--- config.mk ---
export PLATFORM = sky130hd
export DESIGN_NAME = trp_jtag_port
export DESIGN_NICKNAME = d
export VERILOG_FILES = /design/src/rtl/trp_pkg.sv /design/src/rtl/trp_instr.sv /design/src/rtl/trp_chainsel.sv /design/src/rtl/trp_access.sv /design/src/rtl/trp_jtag_port.sv
export SDC_FILE = /design/constraint.sdc
export NUM_CORES = 1
export LEC_CHECK = 0
export ABC_AREA = 1
export BUFFER_PORTS_ARGS = -buffer_cell sky130_fd_sc_hd__buf_4
export CAP_MARGIN = 30
export CORE_UTILIZATION = 58
export DETAILED_ROUTE_END_ITERATION = 8
export GPL_ROUTABILITY_DRIVEN = 0
export GPL_TIMING_DRIVEN = 0
export PLACE_DENSITY = 0.8
export SKIP_LAST_GASP = 1
export SLEW_MARGIN = 20
export SYNTH_ARGS = -nofsm -noshare
export SYNTH_HDL_FRONTEND = slang
export SYNTH_HIERARCHICAL = 1
export SYNTH_SLANG_ARGS = --single-unit
export TNS_END_PERCENT = 30
--- constraint.sdc ---
create_clock -name tck -period 2.8 [get_ports tck]
set_clock_uncertainty 0.1 [all_clocks]
set_input_delay 0.14 -clock tck [delete_from_list [all_inputs] [get_ports tck]]
set_output_delay 0.14 -clock tck [all_outputs]
set_load 0.005 [all_outputs]
--- src/rtl/trp_pkg.sv ---
package trp_pkg;
    typedef enum logic [1:0] {
        DR_BYPASS  = 2'd0,
        DR_CHAINSEL = 2'd1,
        DR_ACCESS  = 2'd2
    } dr_sel_e;
endpackage

--- src/rtl/trp_instr.sv ---
module trp_instr
    import trp_pkg::*;
#(
    parameter int IR_W = 4,
    parameter int CHAIN_W = 4,
    parameter logic [IR_W-1:0] ACCESS_CODE = 4'hC,
    parameter logic [IR_W-1:0] SELECT_CODE = 4'h2
) (
    input  logic               tck,
    input  logic               trst_n,
    input  logic               tdi,
    input  logic               capture_ir,
    input  logic               shift_ir,
    input  logic               update_ir,
    input  logic [CHAIN_W-1:0] chain_num,
    output logic               ir_tdo,
    output dr_sel_e            dr_sel
);
    localparam logic [IR_W-1:0] CAPTURE_PAT = IR_W'(1);

    typedef struct packed {
        logic [IR_W-1:0] shreg;
        logic [IR_W-1:0] code;
    } ir_state_t;

    ir_state_t s_d, s_q;

    always_comb begin
        s_d = s_q;
        if (capture_ir) begin
            s_d.shreg = CAPTURE_PAT;
        end else if (shift_ir) begin
            s_d.shreg = {tdi, s_q.shreg[IR_W-1:1]};
        end else if (update_ir) begin
            s_d.code = s_q.shreg;
        end
    end

    always_ff @(posedge tck or negedge trst_n) begin
        if (!trst_n) begin
            s_q.shreg <= '0;
            s_q.code  <= '1;
        end else begin
            s_q <= s_d;
        end
    end

    always_comb begin
        if (s_q.code == ACCESS_CODE && chain_num == '0) begin
            dr_sel = DR_ACCESS;
        end else if (s_q.code == SELECT_CODE) begin
            dr_sel = DR_CHAINSEL;
        end else begin
            dr_sel = DR_BYPASS;
        end
    end

    assign ir_tdo = s_q.shreg[0];
endmodule

--- src/rtl/trp_chainsel.sv ---
module trp_chainsel #(
    parameter int CHAIN_W = 4
) (
    input  logic               tck,
    input  logic               trst_n,
    input  logic               tdi,
    input  logic               sel,
    input  logic               capture_dr,
    input  logic               shift_dr,
    input  logic               update_dr,
    output logic               cs_tdo,
    output logic [CHAIN_W-1:0] chain_num
);
    typedef struct packed {
        logic [CHAIN_W-1:0] shreg;
        logic [CHAIN_W-1:0] chain;
    } cs_state_t;

    cs_state_t s_d, s_q;

    always_comb begin
        s_d = s_q;
        if (sel) begin
            if (capture_dr) begin
                s_d.shreg = s_q.chain;
            end else if (shift_dr) begin
                s_d.shreg = {tdi, s_q.shreg[CHAIN_W-1:1]};
            end else if (update_dr) begin
                s_d.chain = s_q.shreg;
            end
        end
    end

    always_ff @(posedge tck or negedge trst_n) begin
        if (!trst_n) begin
            s_q.shreg <= '0;
            s_q.chain <= '1;
        end else begin
            s_q <= s_d;
        end
    end

    assign cs_tdo    = s_q.shreg[0];
    assign chain_num = s_q.chain;
endmodule

--- src/rtl/trp_access.sv ---
module trp_access #(
    parameter int DATA_W = 32,
    parameter int ADDR_W = 7,
    parameter logic [DATA_W-1:0] ID_CODE = 32'h1B7E_0A01
) (
    input  logic              tck,
    input  logic              trst_n,
    input  logic              tdi,
    input  logic              sel,
    input  logic              capture_dr,
    input  logic              shift_dr,
    input  logic              update_dr,
    input  logic [DATA_W-1:0] reg_rdata,
    output logic              acc_tdo,
    output logic [ADDR_W-1:0] reg_addr,
    output logic [DATA_W-1:0] reg_wdata,
    output logic              reg_rd,
    output logic              reg_wr
);
    localparam int CHAIN_LEN = DATA_W + ADDR_W + 1;
    localparam int FLAG_BIT  = CHAIN_LEN - 1;

    typedef struct packed {
        logic [CHAIN_LEN-1:0] shreg;
        logic [ADDR_W-1:0]    addr;
        logic [DATA_W-1:0]    wdata;
        logic [DATA_W-1:0]    hold;
        logic                 rd;
        logic                 wr;
    } acc_state_t;

    acc_state_t s_d, s_q;
    logic [ADDR_W-1:0] scan_addr;
    logic [DATA_W-1:0] fresh;

    assign scan_addr = s_q.shreg[DATA_W +: ADDR_W];
    assign fresh     = s_q.rd ? reg_rdata : s_q.hold;

    always_comb begin
        s_d    = s_q;
        s_d.rd = 1'b0;
        s_d.wr = 1'b0;
        s_d.hold = fresh;
        if (sel) begin
            if (capture_dr) begin
                s_d.shreg = {{(ADDR_W + 1){1'b0}}, fresh};
            end else if (shift_dr) begin
                s_d.shreg = {tdi, s_q.shreg[CHAIN_LEN-1:1]};
            end else if (update_dr) begin
                s_d.addr = scan_addr;
                if (s_q.shreg[FLAG_BIT]) begin
                    if (scan_addr != '0) begin
                        s_d.wr    = 1'b1;
                        s_d.wdata = s_q.shreg[DATA_W-1:0];
                    end
                end else if (scan_addr == '0) begin
                    s_d.hold = ID_CODE;
                end else begin
                    s_d.rd = 1'b1;
                end
            end
        end
    end

    always_ff @(posedge tck or negedge trst_n) begin
        if (!trst_n) begin
            s_q <= '0;
        end else begin
            s_q <= s_d;
        end
    end

    assign acc_tdo   = s_q.shreg[0];
    assign reg_addr  = s_q.addr;
    assign reg_wdata = s_q.wdata;
    assign reg_rd    = s_q.rd;
    assign reg_wr    = s_q.wr;
endmodule

--- src/rtl/trp_jtag_port.sv ---
module trp_jtag_port
    import trp_pkg::*;
#(
    parameter int IR_W = 4,
    parameter int CHAIN_W = 4,
    parameter int DATA_W = 32,
    parameter int ADDR_W = 7,
    parameter logic [IR_W-1:0] ACCESS_CODE = 4'hC,
    parameter logic [IR_W-1:0] SELECT_CODE = 4'h2,
    parameter logic [DATA_W-1:0] ID_CODE = 32'h1B7E_0A01
) (
    input  logic              tck,
    input  logic              trst_n,
    input  logic              tdi,
    output logic              tdo,
    input  logic              capture_ir,
    input  logic              shift_ir,
    input  logic              update_ir,
    input  logic              capture_dr,
    input  logic              shift_dr,
    input  logic              update_dr,
    output logic [ADDR_W-1:0] reg_addr,
    output logic [DATA_W-1:0] reg_wdata,
    output logic              reg_rd,
    output logic              reg_wr,
    input  logic [DATA_W-1:0] reg_rdata
);
    dr_sel_e            dr_sel;
    logic [CHAIN_W-1:0] chain_num;
    logic               ir_tdo, cs_tdo, acc_tdo;
    logic               byp_d, byp_q;

    trp_instr #(
        .IR_W(IR_W), .CHAIN_W(CHAIN_W),
        .ACCESS_CODE(ACCESS_CODE), .SELECT_CODE(SELECT_CODE)
    ) u_instr (
        .tck(tck), .trst_n(trst_n), .tdi(tdi),
        .capture_ir(capture_ir), .shift_ir(shift_ir), .update_ir(update_ir),
        .chain_num(chain_num), .ir_tdo(ir_tdo), .dr_sel(dr_sel)
    );

    trp_chainsel #(.CHAIN_W(CHAIN_W)) u_chainsel (
        .tck(tck), .trst_n(trst_n), .tdi(tdi),
        .sel(dr_sel == DR_CHAINSEL),
        .capture_dr(capture_dr), .shift_dr(shift_dr), .update_dr(update_dr),
        .cs_tdo(cs_tdo), .chain_num(chain_num)
    );

    trp_access #(.DATA_W(DATA_W), .ADDR_W(ADDR_W), .ID_CODE(ID_CODE)) u_access (
        .tck(tck), .trst_n(trst_n), .tdi(tdi),
        .sel(dr_sel == DR_ACCESS),
        .capture_dr(capture_dr), .shift_dr(shift_dr), .update_dr(update_dr),
        .reg_rdata(reg_rdata), .acc_tdo(acc_tdo),
        .reg_addr(reg_addr), .reg_wdata(reg_wdata),
        .reg_rd(reg_rd), .reg_wr(reg_wr)
    );

    always_comb begin
        byp_d = byp_q;
        if (dr_sel == DR_BYPASS) begin
            if (capture_dr) begin
                byp_d = 1'b0;
            end else if (shift_dr) begin
                byp_d = tdi;
            end
        end
    end

    always_ff @(posedge tck or negedge trst_n) begin
        if (!trst_n) begin
            byp_q <= 1'b0;
        end else begin
            byp_q <= byp_d;
        end
    end

    always_comb begin
        if (shift_ir) begin
            tdo = ir_tdo;
        end else begin
            case (dr_sel)
                DR_ACCESS:   tdo = acc_tdo;
                DR_CHAINSEL: tdo = cs_tdo;
                default:     tdo = byp_q;
            endcase
        end
    end
endmodule

==> results of run 1 <==
==> power by group through the flow <==
stage / sequential [uW] / clock [uW] / combinational (uW)
after floorplan: 2040 / 0 / 171
after global placement: 2050 / 0 / 295
after global routing: 2030 / 2480 / 416
after detailed placement: 2050 / 0 / 313
final: 2030 / 2380 / 375
after CTS: 2020 / 2400 / 370
==> layout by cell type, fill, tap and decap left out, drive strengths merged <==
cell type and instances:
nand2 281, buf 152, dfrtp 122, nand3 87, inv 51, o21ai 50, dlygate4sd3 46, or2 31
clkbuf 31, a21oi 21, nor2 17, dfstp 8, bufinv 5, clkinv 5, ha 3, clkinvlp 2
nor3 2
==> registers in the layout, summed over array words and instances (netlist names) <==
signal	count
byp_q	1
u_instr/s_q	7
u_access/acc_tdo	1
u_access/reg_rd	1
u_access/reg_addr	7
u_chainsel/cs_tdo	1
u_access/reg_wdata	32
u_chainsel/chain_num	4
u_chainsel/s_q	3
u_access/s_q	71
u_instr/ir_tdo	1
u_access/reg_wr	1
==> routing by layer <==
layer / GRT usage / wire (um) / vias up
met5: 0 / 0 / -
met4: 0.1227 / 438 / 0
met3: 0.04928 / 770 / 52
met2: 0.5090 / 7783 / 227
met1: 0.3636 / 6285 / 2617
li1: - / - / 2622
==> through the flow <==
stage	hold slack (ps)	power, uW
after floorplan	-255.6	2207
after global placement	264.2	2345
after detailed placement	3.383	2366
after CTS	33.47	4797
after global routing	50.00	4931
final	24.63	4783
==> worst max-delay path by stage <==
stage,cells after the start,start,end,slack [ps]
2_1_floorplan,11,u_instr/s_q[1],u_access/s_q[12],870
3_3_place_gp,13,u_chainsel/chain_num[3],u_access/reg_wdata[15],610
3_5_place_dp,11,u_instr/s_q[1],u_access/s_q[29],550
4_1_cts,9,u_instr/s_q[1],tdo,400
5_1_grt,9,u_instr/s_q[1],tdo,230
6_report,9,u_instr/s_q[1],tdo,400
==> layout make-up <==
type                    instances  area share
plain buffers                  80     0.06225
clock buffers                  20     0.05389
clock inverters                12     0.02539
inverters                      51     0.02369
multi-input cells             492      0.2728
flip-flops and latches        130      0.4038
well taps                     136     0.02106
repair buffers                129      0.1370
==> logic make-up (layout without fill, tap and decap cells) <==
kind of cell	Yosys count	in the layout
DFF	130	130
adders and majority gates	3	3
buffers and inverters	131	292
and+or+nand+nor	418	418
AOI/OAI and AO/OA	71	71
==> repair_timing <==
action / in CTS / in global routing
setup endpoints to repair: 0 / 0
hold buffers: 46 / 0
endpoints found under the hold margin: 180 / 0
gates resized for setup: 0 / 0
buffers inserted: 0 / 0
==> qor.csv, run 1 <==
stage,metric,value,unit
place,dpl.cell_count,972,
synthesis,post_synthesis_compound_gate_area_fraction,0.05827,
synthesis,synthMostInstantiatedCell,sky130_fd_sc_hd__nand2_1,
job,maxCapViolations,0,
synthesis,synthesis.area_per_instance,8.183,um2
floorplanning,fp-row-count,37,
synthesis,seq_area_frac_synth,0.5295,
routing,wl,15.28,mm
finish,antenna_cells,0,
worst_setup_path,required,2560,ps
worst_setup_path,maximum_single_stage_delay_on_the_critical_path,550,ps
worst_setup_path,timing.critical_path.max_delay_family,flip-flops,
floorplanning,die_area,11040,um2
finish,postLayoutCellArea,8080,um2
cts,clkTransAtPathRegs,60,ps
grt,grt_usage,0.2932,
finish,drive_gt1_frac,0.2516,
routing,drt_iter0_markers,480,
sta,totalNegativeSetupSlack,0,ps
cts,cts_htree_levels,4,
worst_setup_path,cp.arrival,2160,ps
synthesis,post_synth_and_or_nand_nor_area_fraction,0.2934,
synthesis,netlist.area_leader.share,0.4954,
cts,cts_tree,built,
worst_setup_path,cp-start-kind,flip-flop,
pwr,p_comb_frac,0.078,
cts,tritoncts_num_sinks,130,
worst_setup_path,crit_type,reg2out,
pwr,ir_drop,463.9,uV
pwr,power_frac_clock,0.498,
cts,numCtsBuffers,17,
place,post-dp-hpwl,9.469,mm
worst_setup_path,cell_breakdown_of_the_critical_path,nand2_1 -> nor3_1 -> inv_1 -> ha_1 -> nor2_1 -> nor2_1 -> nand2_1 -> nand2_1 -> buf_4,
grt,maximum_number_of_pins_on_one_net_before_global_route_repair,85,
sta,maxSlewHeadroom,0.6851,
sta,report.final.hold_viol_count,0,
sta,rsz0062_at_grt,no,
place,placed_cell_area,6979,um2
place,placement.setup.worst_slack,554.5,ps
floorplanning,io-pin-count,83,
grt,grt.overflow.total,0,
synthesis,ys_seq_elements,130,
status,outcome,finished clean,
finish,areaGrowthSynthToFinish,31.13,%
sta,timing.fmax,416.7,MHz
synthesis,synthCells,753,
grt,wire_length_of_the_first_global_routing_pass,25.20,mm
worst_setup_path,critPathCaptureType,output pin,
pwr,seqPwrFrac,0.424,
sta,slew_viol_final,0,
worst_setup_path,worst-r2r-setup-slack,480,ps
synthesis,synthesis.area,6162,um2
synthesis,yosysUniqueCellTypes,23,
grt,initial_antenna_violation_count,0,
cts,clockBufferDepth,2,
worst_setup_path,r2r_cells,11,
finish,multiInputGateArea,2205,um2
cts,insertion_delay,510,ps
synthesis,dominant_combinational_cell_family_by_area_after_synthesis,simple AND/OR/NAND/NOR gates,
finish,finalNonFillerCells,1050,
worst_setup_path,path_max_fanout,3,
sta,setup_viol,0,
place,placement.io_buffers,82,
routing,num_vias,5518,
worst_setup_path,critical_path.reg2reg.startpoint,u_instr/s_q[1],
synthesis,fraction_of_the_mapped_netlist_area_in_adder_cells,0.006091,
synthesis,yosys_warnings,6,
pwr,power_switching_share,0.2253,
routing,avgRoutedWirePerCell,14.55,um
floorplanning,die_h,105.1,um
sta,transition_at_the_pin_with_the_smallest_max_transition_slack,472.3,ps
grt,grt_pass1_vias,5407,
worst_hold_path,worstHoldPathType,in2async,
worst_setup_path,worst_path_most_repeated_cell,sky130_fd_sc_hd__nand2_1,
synthesis,synth_edf_count,0,
finish,nNetsFinal,945,
synthesis,yosys-mux-area-fraction,0,
synthesis,postSynthNetCount,797,
worst_setup_path,crit-reg2reg-capture,u_access/s_q[23],
synthesis,synth_common_cells,"sky130_fd_sc_hd__nand2_1, sky130_fd_sc_hd__dfrtp_1, sky130_fd_sc_hd__nand3_1, sky130_fd_sc_hd__inv_1",
finish,final_core_utilization,0.7827,
pwr,switching_power,1077,uW
routing,drt_drc_violations_left,0,
floorplanning,fp.dieW,105.1,um
routing,vias_per_cell,5.255,
synthesis,cell_taking_the_most_area_after_synthesis,sky130_fd_sc_hd__dfrtp_1,
pwr,power_density_cells,591.9,nW/um2
pwr,power_leakage,0.004571,uW
finish,n_fill_cell,672,
floorplanning,placeableCoreArea,10320,um2
synthesis,yosys.area_share.xor_xnor,0,
worst_setup_path,worst-path-buf-inv,2,
finish,final-seq-area,3263,um2
worst_setup_path,crit_path_top_delay_cell,sky130_fd_sc_hd__dfstp_2,
cts,root_buffer,sky130_fd_sc_hd__clkbuf_8,
synthesis,synth_top_cells_by_area,"sky130_fd_sc_hd__dfrtp_1, sky130_fd_sc_hd__nand2_1, sky130_fd_sc_hd__nand3_1",
sta,final_critical_path_setup_slack,400.2,ps
pwr,internal_power,3705,uW
sta,finalCritPeriodShare,0.8571,
synthesis,ys_async_sr_fraction,1.000,
floorplanning,initial_utilization,0.5969,
routing,antenna_violating_nets_post_route,0,
synthesis,synthFlopType,sky130_fd_sc_hd__dfrtp_1,
sta,layout_min_cycle_time,2400,ps
routing,dr.pass1.iters,7,
(Power assumes the default switching activity.)
==> inputs of run 2 (changes only) <==
- CORE_UTILIZATION: 58 -> 55
- PLACE_DENSITY: 0.8 -> 0.77
==> run 2 against run 1 <==
- non-clock buffer count shrank 2
- sequential share of layout area grew 0.081 points
- worst setup slack lost 21 ps
- global-route usage shrank 1.0 points
- core utilization shrank 4.2 points
- sequential power is essentially flat
- combinational power shrank 2%
- largest cell class unchanged
- largest power group unchanged
==> qor.csv, run 2 (synthesis gave the netlist of run 1 again) <==
stage,metric,value,unit,change
sta,layout_min_cycle_time,2421,ps,+20.81 ps
finish,multiInputGateArea,2205,um2,unchanged
pwr,ir_drop,482.9,uV,+4.1%
grt,grt_usage,0.2830,,-0.01019
floorplanning,io-pin-count,83,,unchanged
routing,num_vias,5443,,-1.4%
sta,transition_at_the_pin_with_the_smallest_max_transition_slack,509.3,ps,+36.95 ps
routing,antenna_violating_nets_post_route,0,,unchanged
sta,maxSlewHeadroom,0.6605,,-0.02464
place,placement.io_buffers,82,,unchanged
sta,finalCritPeriodShare,0.8645,,+0.007431
worst_setup_path,crit-reg2reg-capture,u_access/s_q[23],,
grt,wire_length_of_the_first_global_routing_pass,24.84,mm,-1.4%
worst_setup_path,r2r_cells,11,,unchanged
grt,initial_antenna_violation_count,1,,+1
worst_setup_path,path_max_fanout,3,,unchanged
worst_setup_path,cp.arrival,2180,ps,+20 ps
routing,dr.pass1.iters,7,,unchanged
worst_setup_path,critical_path.endpoint,tdo,,
routing,avgRoutedWirePerCell,14.23,um,-2.2%
floorplanning,die_h,107.9,um,+2.6%
worst_setup_path,required,2560,ps,about the same
cts,cts_htree_levels,4,,unchanged
worst_setup_path,critical_path.reg2reg.startpoint,u_instr/s_q[1],,
finish,largest_register_ff_count,71,,unchanged
worst_setup_path,cp-start-kind,flip-flop,,
cts,cts_tree,built,,
finish,finalNonFillerCells,1053,,+0.29%
sta,totalNegativeSetupSlack,0,ps,unchanged
routing,wl,14.98,mm,-1.9%
finish,final-seq-area,3263,um2,unchanged
floorplanning,die_area,11630,um2,+5.4%
grt,grt.overflow.total,0,,unchanged
finish,layout_commonest_cell,sky130_fd_sc_hd__nand2_1,,
cts,numCtsBuffers,17,,unchanged
floorplanning,initial_utilization,0.5660,,-0.03094
finish,registers.top_by_ff_count,u_access/s_q,,
sta,final_critical_path_setup_slack,379.4,ps,-20.81 ps
finish,nNetsFinal,943,,-0.21%
status,outcome,finished clean,,
sta,slew_viol_final,0,,unchanged
grt,maximum_number_of_pins_on_one_net_before_global_route_repair,82,,-3.5%
place,placed_cell_area,6984,um2,about the same
finish,final_core_utilization,0.7406,,-0.04206
pwr,power_leakage,0.004568,uW,about the same
worst_setup_path,worst-r2r-setup-slack,500,ps,+20 ps
cts,insertion_delay,530,ps,+20 ps
sta,timing.fmax,413.1,MHz,-0.86%
worst_setup_path,maximum_single_stage_delay_on_the_critical_path,380,ps,-170 ps
worst_setup_path,crit_type,reg2out,,
floorplanning,fp.dieW,107.9,um,+2.6%
worst_setup_path,crit_path_top_delay_cell,sky130_fd_sc_hd__dfstp_2,,
finish,drive_gt1_frac,0.2533,,+0.001648
worst_setup_path,timing.critical_path.max_delay_family,simple AND/OR/NAND/NOR gates,,
worst_setup_path,critPathCaptureType,output pin,,
sta,setup_viol,0,,unchanged
pwr,power_density_cells,587.9,nW/um2,-0.67%
sta,rsz0062_at_grt,no,,
cts,clockBufferDepth,2,,unchanged
sta,report.final.hold_viol_count,0,,unchanged
worst_setup_path,worst-path-stages,11,,+2
place,post-dp-hpwl,9.335,mm,-1.4%
finish,areaGrowthSynthToFinish,30.86,%,
cts,clkTransAtPathRegs,60,ps,about the same
cts,cts_setup_buffers,0,,unchanged
worst_setup_path,cell_breakdown_of_the_critical_path,buf_4 -> nor2_1 -> nand3_1 -> nor2_1 -> inv_1 -> ha_1 -> nor2_1 -> nor2_1 -> nand2_1 -> nand2_1 -> buf_4,,
routing,drt_iter0_markers,469,,-2.3%
floorplanning,fp-row-count,38,,+2.7%
finish,postLayoutCellArea,8064,um2,-0.20%
finish,most-common-layout-cells,"sky130_fd_sc_hd__nand2_1, sky130_fd_sc_hd__buf_4, sky130_fd_sc_hd__dfrtp_1",,
finish,n_fill_cell,767,,+14%
cts,tritoncts_num_sinks,130,,unchanged
worst_setup_path,cp-startpoint,u_chainsel/chain_num[3],,
job,maxCapViolations,0,,unchanged
routing,drt_drc_violations_left,0,,unchanged
floorplanning,placeableCoreArea,10890,um2,+5.5%
worst_hold_path,worstHoldPathType,in2async,,
cts,root_buffer,sky130_fd_sc_hd__clkbuf_8,,
place,dpl.cell_count,976,,+0.41%
routing,vias_per_cell,5.169,,-1.6%
place,placement.setup.worst_slack,593.7,ps,+39.17 ps
worst_setup_path,worst-path-buf-inv,3,,+1
grt,grt_pass1_vias,5302,,-1.9%
worst_setup_path,worst_path_most_repeated_cell,sky130_fd_sc_hd__nor2_1,,
[run 2: cell count changes in the layout (fill, tap and decap cells not counted), moves of 2 or more]
| cell | change |
|---|---|
| sky130_fd_sc_hd__clkinv_4 | -3 |
| sky130_fd_sc_hd__dlygate4sd3_1 | -2 |
| sky130_fd_sc_hd__clkbuf_8 | +4 |
| sky130_fd_sc_hd__clkinv_2 | +2 |
[run 2: worst min path at each step]
stage / start / depth (start not counted) / to
floorplan: trst_n / 0 / byp_q
global placement: capture_ir / 3 / u_instr/ir_tdo
detailed placement: trst_n / 1 / u_access/reg_wdata[5]
CTS: trst_n / 2 / u_access/reg_wdata[5]
global route: trst_n / 2 / u_access/s_q[80]
finish: trst_n / 2 / u_access/reg_wdata[6]
[run 2: area by class of cell]
| class | instances | area share |
|---|---|---|
| tap | 140 | 0.02172 |
| buffer | 80 | 0.06237 |
| clock inverter | 9 | 0.01862 |
| timing repair buffer | 127 | 0.1348 |
| clock buffer | 23 | 0.06036 |
| multi-input combinational | 492 | 0.2734 |
| antenna | 1 | 0.0003103 |
| inverter | 51 | 0.02374 |
| sequential | 130 | 0.4047 |
[run 2: per-layer routing]
| layer | track usage | share of wire | vias up |
|---|---|---|---|
| met2 | 0.4702 | 0.49 | 205 |
| met3 | 0.06538 | 0.055 | 49 |
| li1 | - | - | 2615 |
| met5 | 0 | 0 | - |
| met1 | 0.3430 | 0.41 | 2574 |
| met4 | 0.1477 | 0.038 | 0 |
[run 2: report_power, final]
group / switching (uW) / leakage [uW] / internal [uW]
clock: 788 / 0.000310 / 1560
sequential: 60.1 / 0.00174 / 1960
combinational: 193 / 0.00252 / 175
[run 2: metrics by stage]
stage	hold slack [ps]	power (uW)
2_1_floorplan	-255.6	2207
3_3_place_gp	269.0	2347
3_5_place_dp	5.122	2365
4_1_cts	21.78	4769
5_1_grt	50.55	4912
6_report	9.547	4741
[run 2: timing repair]
item                                   4_1_cts  5_1_grt
gates resized for setup                      0        0
hold buffers                                44        0
endpoints found under the hold margin      196        0
==> inputs of run 3 (changes only) <==
- SYNTH_HIERARCHICAL: 1 -> not set
==> run 3 against run 2 <==
- largest power group is now registers
- largest cell class unchanged
- synthesized cell count rose by 0.27%
- critical path depth fell by 3
- routed wire length fell by 4.4%
- cell count fell by 0.28%
- global-route usage fell by 0.95 points
- critical path type unchanged
==> qor.csv, run 3 <==
stage,metric,value,unit,change
status,outcome,finished clean,,
routing,vias_per_cell,5.041,,-2.5%
worst_setup_path,cp.arrival,1850,ps,-330 ps
worst_setup_path,r2r_cells,8,,-3
finish,drive_gt1_frac,0.2099,,-0.04340
synthesis,yosysUniqueCellTypes,27,,+17%
grt,grt_pass1_vias,5261,,-0.77%
worst_setup_path,cell_breakdown_of_the_critical_path,nand2_1 -> nor2_2 -> nand2_2 -> nand2_1 -> nor2_1 -> nor2_1 -> nor2_1 -> buf_4,,
floorplanning,die_h,107.1,um,-0.67%
sta,slew_viol_final,0,,unchanged
pwr,power.total,5099,uW,+7.5%
finish,registers.top_by_ff_count,u_access.s_q,,
synthesis,ys_seq_elements,130,,unchanged
finish,most-common-layout-cells,"sky130_fd_sc_hd__nand2_1, sky130_fd_sc_hd__inv_1, sky130_fd_sc_hd__dfrtp_1",,
cts,cts_resizes,0,,unchanged
floorplanning,io-pin-count,83,,unchanged
routing,avgRoutedWirePerCell,13.64,um,-4.1%
place,placement.setup.worst_slack,911.8,ps,+318.1 ps
floorplanning,initial_utilization,0.5632,,-0.002781
synthesis,yosys_warnings,0,,-6
grt,wire_length_of_the_first_global_routing_pass,24.26,mm,-2.3%
job,maxCapViolations,0,,unchanged
sta,timing.fmax,477.4,MHz,+16%
sta,report.final.hold_viol_count,0,,unchanged
finish,antenna_cells,0,,-1
synthesis,synth_common_cells,"sky130_fd_sc_hd__nand2_1, sky130_fd_sc_hd__dfrtp_1, sky130_fd_sc_hd__inv_1, sky130_fd_sc_hd__nand3_1, sky130_fd_sc_hd__o21ai_0",,
cts,hold_buffers,40,,-9.1%
sta,maxSlewHeadroom,0.5911,,-0.06937
worst_setup_path,cp-start-kind,flip-flop,,
synthesis,synthesis.area_per_instance,8.051,um2,-1.6%
floorplanning,fp.dieW,107.1,um,-0.67%
finish,areaGrowthSynthToFinish,29.35,%,
grt,maximum_number_of_pins_on_one_net_before_global_route_repair,67,,-18%
worst_setup_path,required,2560,ps,about the same
cts,root_buffer,sky130_fd_sc_hd__clkbuf_8,,
sta,final_critical_path_setup_slack,705.5,ps,+326.1 ps
finish,n_fill_cell,774,,+0.91%
cts,cts_htree_levels,4,,unchanged
cts,tritoncts_num_sinks,130,,unchanged
grt,initial_antenna_violation_count,0,,-1
synthesis,synthesis.area,6078,um2,-1.4%
worst_setup_path,maximum_single_stage_delay_on_the_critical_path,540,ps,+160 ps
cts,numCtsBuffers,17,,unchanged
grt,grt_usage,0.2735,,-0.009516
sta,setup_viol,0,,unchanged
synthesis,synth_top_cells_by_area,"sky130_fd_sc_hd__dfrtp_1, sky130_fd_sc_hd__nand2_1, sky130_fd_sc_hd__inv_1",,
sta,rsz0062_at_grt,no,,
pwr,power_density_cells,648.5,nW/um2,+10%
synthesis,cell_taking_the_most_area_after_synthesis,sky130_fd_sc_hd__dfrtp_1,,
worst_setup_path,crit_type,reg2out,,
finish,largest_register_ff_count,71,,unchanged
finish,nNetsFinal,938,,-0.53%
synthesis,seq_area_frac_synth,0.5368,,+0.007303
cts,insertion_delay,520,ps,about the same
place,placement.io_buffers,82,,unchanged
synthesis,ys_async_sr_fraction,1.000,,unchanged
synthesis,synthCells,755,,+0.27%
routing,wl,14.32,mm,-4.4%
finish,final_core_utilization,0.7285,,-0.01214
cts,cts_tree,built,,
floorplanning,die_area,11480,um2,-1.3%
synthesis,synthFlopType,sky130_fd_sc_hd__dfrtp_1,,
worst_hold_path,worstHoldPathType,in2reg,,
sta,totalNegativeSetupSlack,0,ps,unchanged
cts,clockBufferDepth,2,,unchanged
finish,layout_commonest_cell,sky130_fd_sc_hd__nand2_1,,
routing,dr.pass1.iters,5,,-2
place,post-dp-hpwl,9.436,mm,+1.1%
worst_hold_path,min_path_cells,5,,
floorplanning,placeableCoreArea,10790,um2,-0.87%
grt,grt.overflow.total,0,,unchanged
routing,drt_drc_violations_left,0,,unchanged
sta,transition_at_the_pin_with_the_smallest_max_transition_slack,613.3,ps,+104.1 ps
cts,cts_setup_buffers,0,,unchanged
routing,drt_iter0_markers,357,,-24%
pwr,ir_drop,433.2,uV,-10%
worst_setup_path,worst_path_most_repeated_cell,sky130_fd_sc_hd__nor2_1,,
synthesis,netlist.area_leader.share,0.5023,,+0.006833
worst_setup_path,path_max_fanout,4,,+1
pwr,power_leakage,0.004281,uW,-6.3%
sta,finalCritPeriodShare,0.7480,,-0.1164
worst_setup_path,crit_path_top_delay_cell,sky130_fd_sc_hd__dfstp_2,,
synthesis,synthMostInstantiatedCell,sky130_fd_sc_hd__nand2_1,,
routing,antenna_violating_nets_post_route,0,,unchanged
floorplanning,fp-row-count,38,,unchanged
worst_setup_path,critPathCaptureType,output pin,,
routing,num_vias,5293,,-2.8%
synthesis,postSynthNetCount,796,,-0.13%
synthesis,synth_edf_count,0,,unchanged
cts,clkTransAtPathRegs,60,ps,about the same
sta,layout_min_cycle_time,2095,ps,-326.1 ps
[run 3: cell count changes in the layout (fill, tap and decap cells not counted), moves of 8 or more]
cell	change
sky130_fd_sc_hd__o21ai_0	+23
sky130_fd_sc_hd__a21oi_1	-19
sky130_fd_sc_hd__or2_2	-31
sky130_fd_sc_hd__nand3_1	-10
sky130_fd_sc_hd__buf_4	-8
sky130_fd_sc_hd__nand2_1	-75
sky130_fd_sc_hd__o21ai_1	+22
sky130_fd_sc_hd__nor2_1	+20
sky130_fd_sc_hd__inv_1	+73
[run 3: layout make-up]
cell class | count | area, um2 | share of cell area
Sequential cell | 130 | 3263 | 0.4150
Multi-Input combinational cell | 424 | 1881 | 0.2392
Timing Repair Buffer | 123 | 1047 | 0.1332
Clock buffer | 27 | 511.7 | 0.06509
Inverter | 126 | 474.2 | 0.06031
Buffer | 75 | 460.4 | 0.05856
Tap cell | 140 | 175.2 | 0.02228
Clock inverter | 5 | 50.05 | 0.006365
[run 3: layer usage]
metal,GRT usage,routed length (um),vias to the layer above,part of all wire
met5,0,0,-,0
met4,0.09198,294,0,0.021
met3,0.06444,676,27,0.047
met2,0.4604,7244,168,0.51
met1,0.3478,6108,2521,0.43
li1,-,-,2577,-
[run 3: logic make-up (layout without fill, tap and decap cells)]
| family | count (synthesis) | after routing | synth area share |
|---|---|---|---|
| AO/OA/AOI/OAI | 100 | 100 | 0.08399 |
| buffers and inverters | 201 | 356 | 0.1538 |
| flip-flops | 130 | 130 | 0.5368 |
| AND/OR/NAND/NOR | 324 | 324 | 0.2254 |
[run 3: worst max-delay path: cells and delay by family, from the launching register on]
family | cells | cell delay, ps
buffers and inverters | 1 | 130
AND/OR/NAND/NOR | 7 | 660
flip-flops | 1 | 540
[run 3: worst paths after layout]
check	from	to	slack, ps
max	u_instr.s_q[2]	tdo	710
min	shift_dr	byp_q	30
max reg2reg	u_instr.s_q[2]	u_access.s_q[18]	910
min reg2reg	u_access.reg_wdata[21]	u_access.reg_wdata[21]	370
max in group asynchronous	trst_n	u_chainsel.chain_num[2]	1760
min in group asynchronous	trst_n	u_access.s_q[23]	70
[run 3: power breakdown]
part	internal [uW]	switching, uW	total [uW]
clock	1310	753	2070
sequential	2160	150	2310
combinational	290	435	725
[run 3: stage by stage]
step | hold WS (ps) | area (um2) | cells
2_1_floorplan | -255.6 | 6078 | 755
3_3_place_gp | 301.1 | 6869 | 977
3_5_place_dp | 74.47 | 6900 | 978
4_1_cts | 14.36 | 7863 | 1050
5_1_grt | 40.76 | 7863 | 1050
6_report | 32.33 | 7863 | 1050
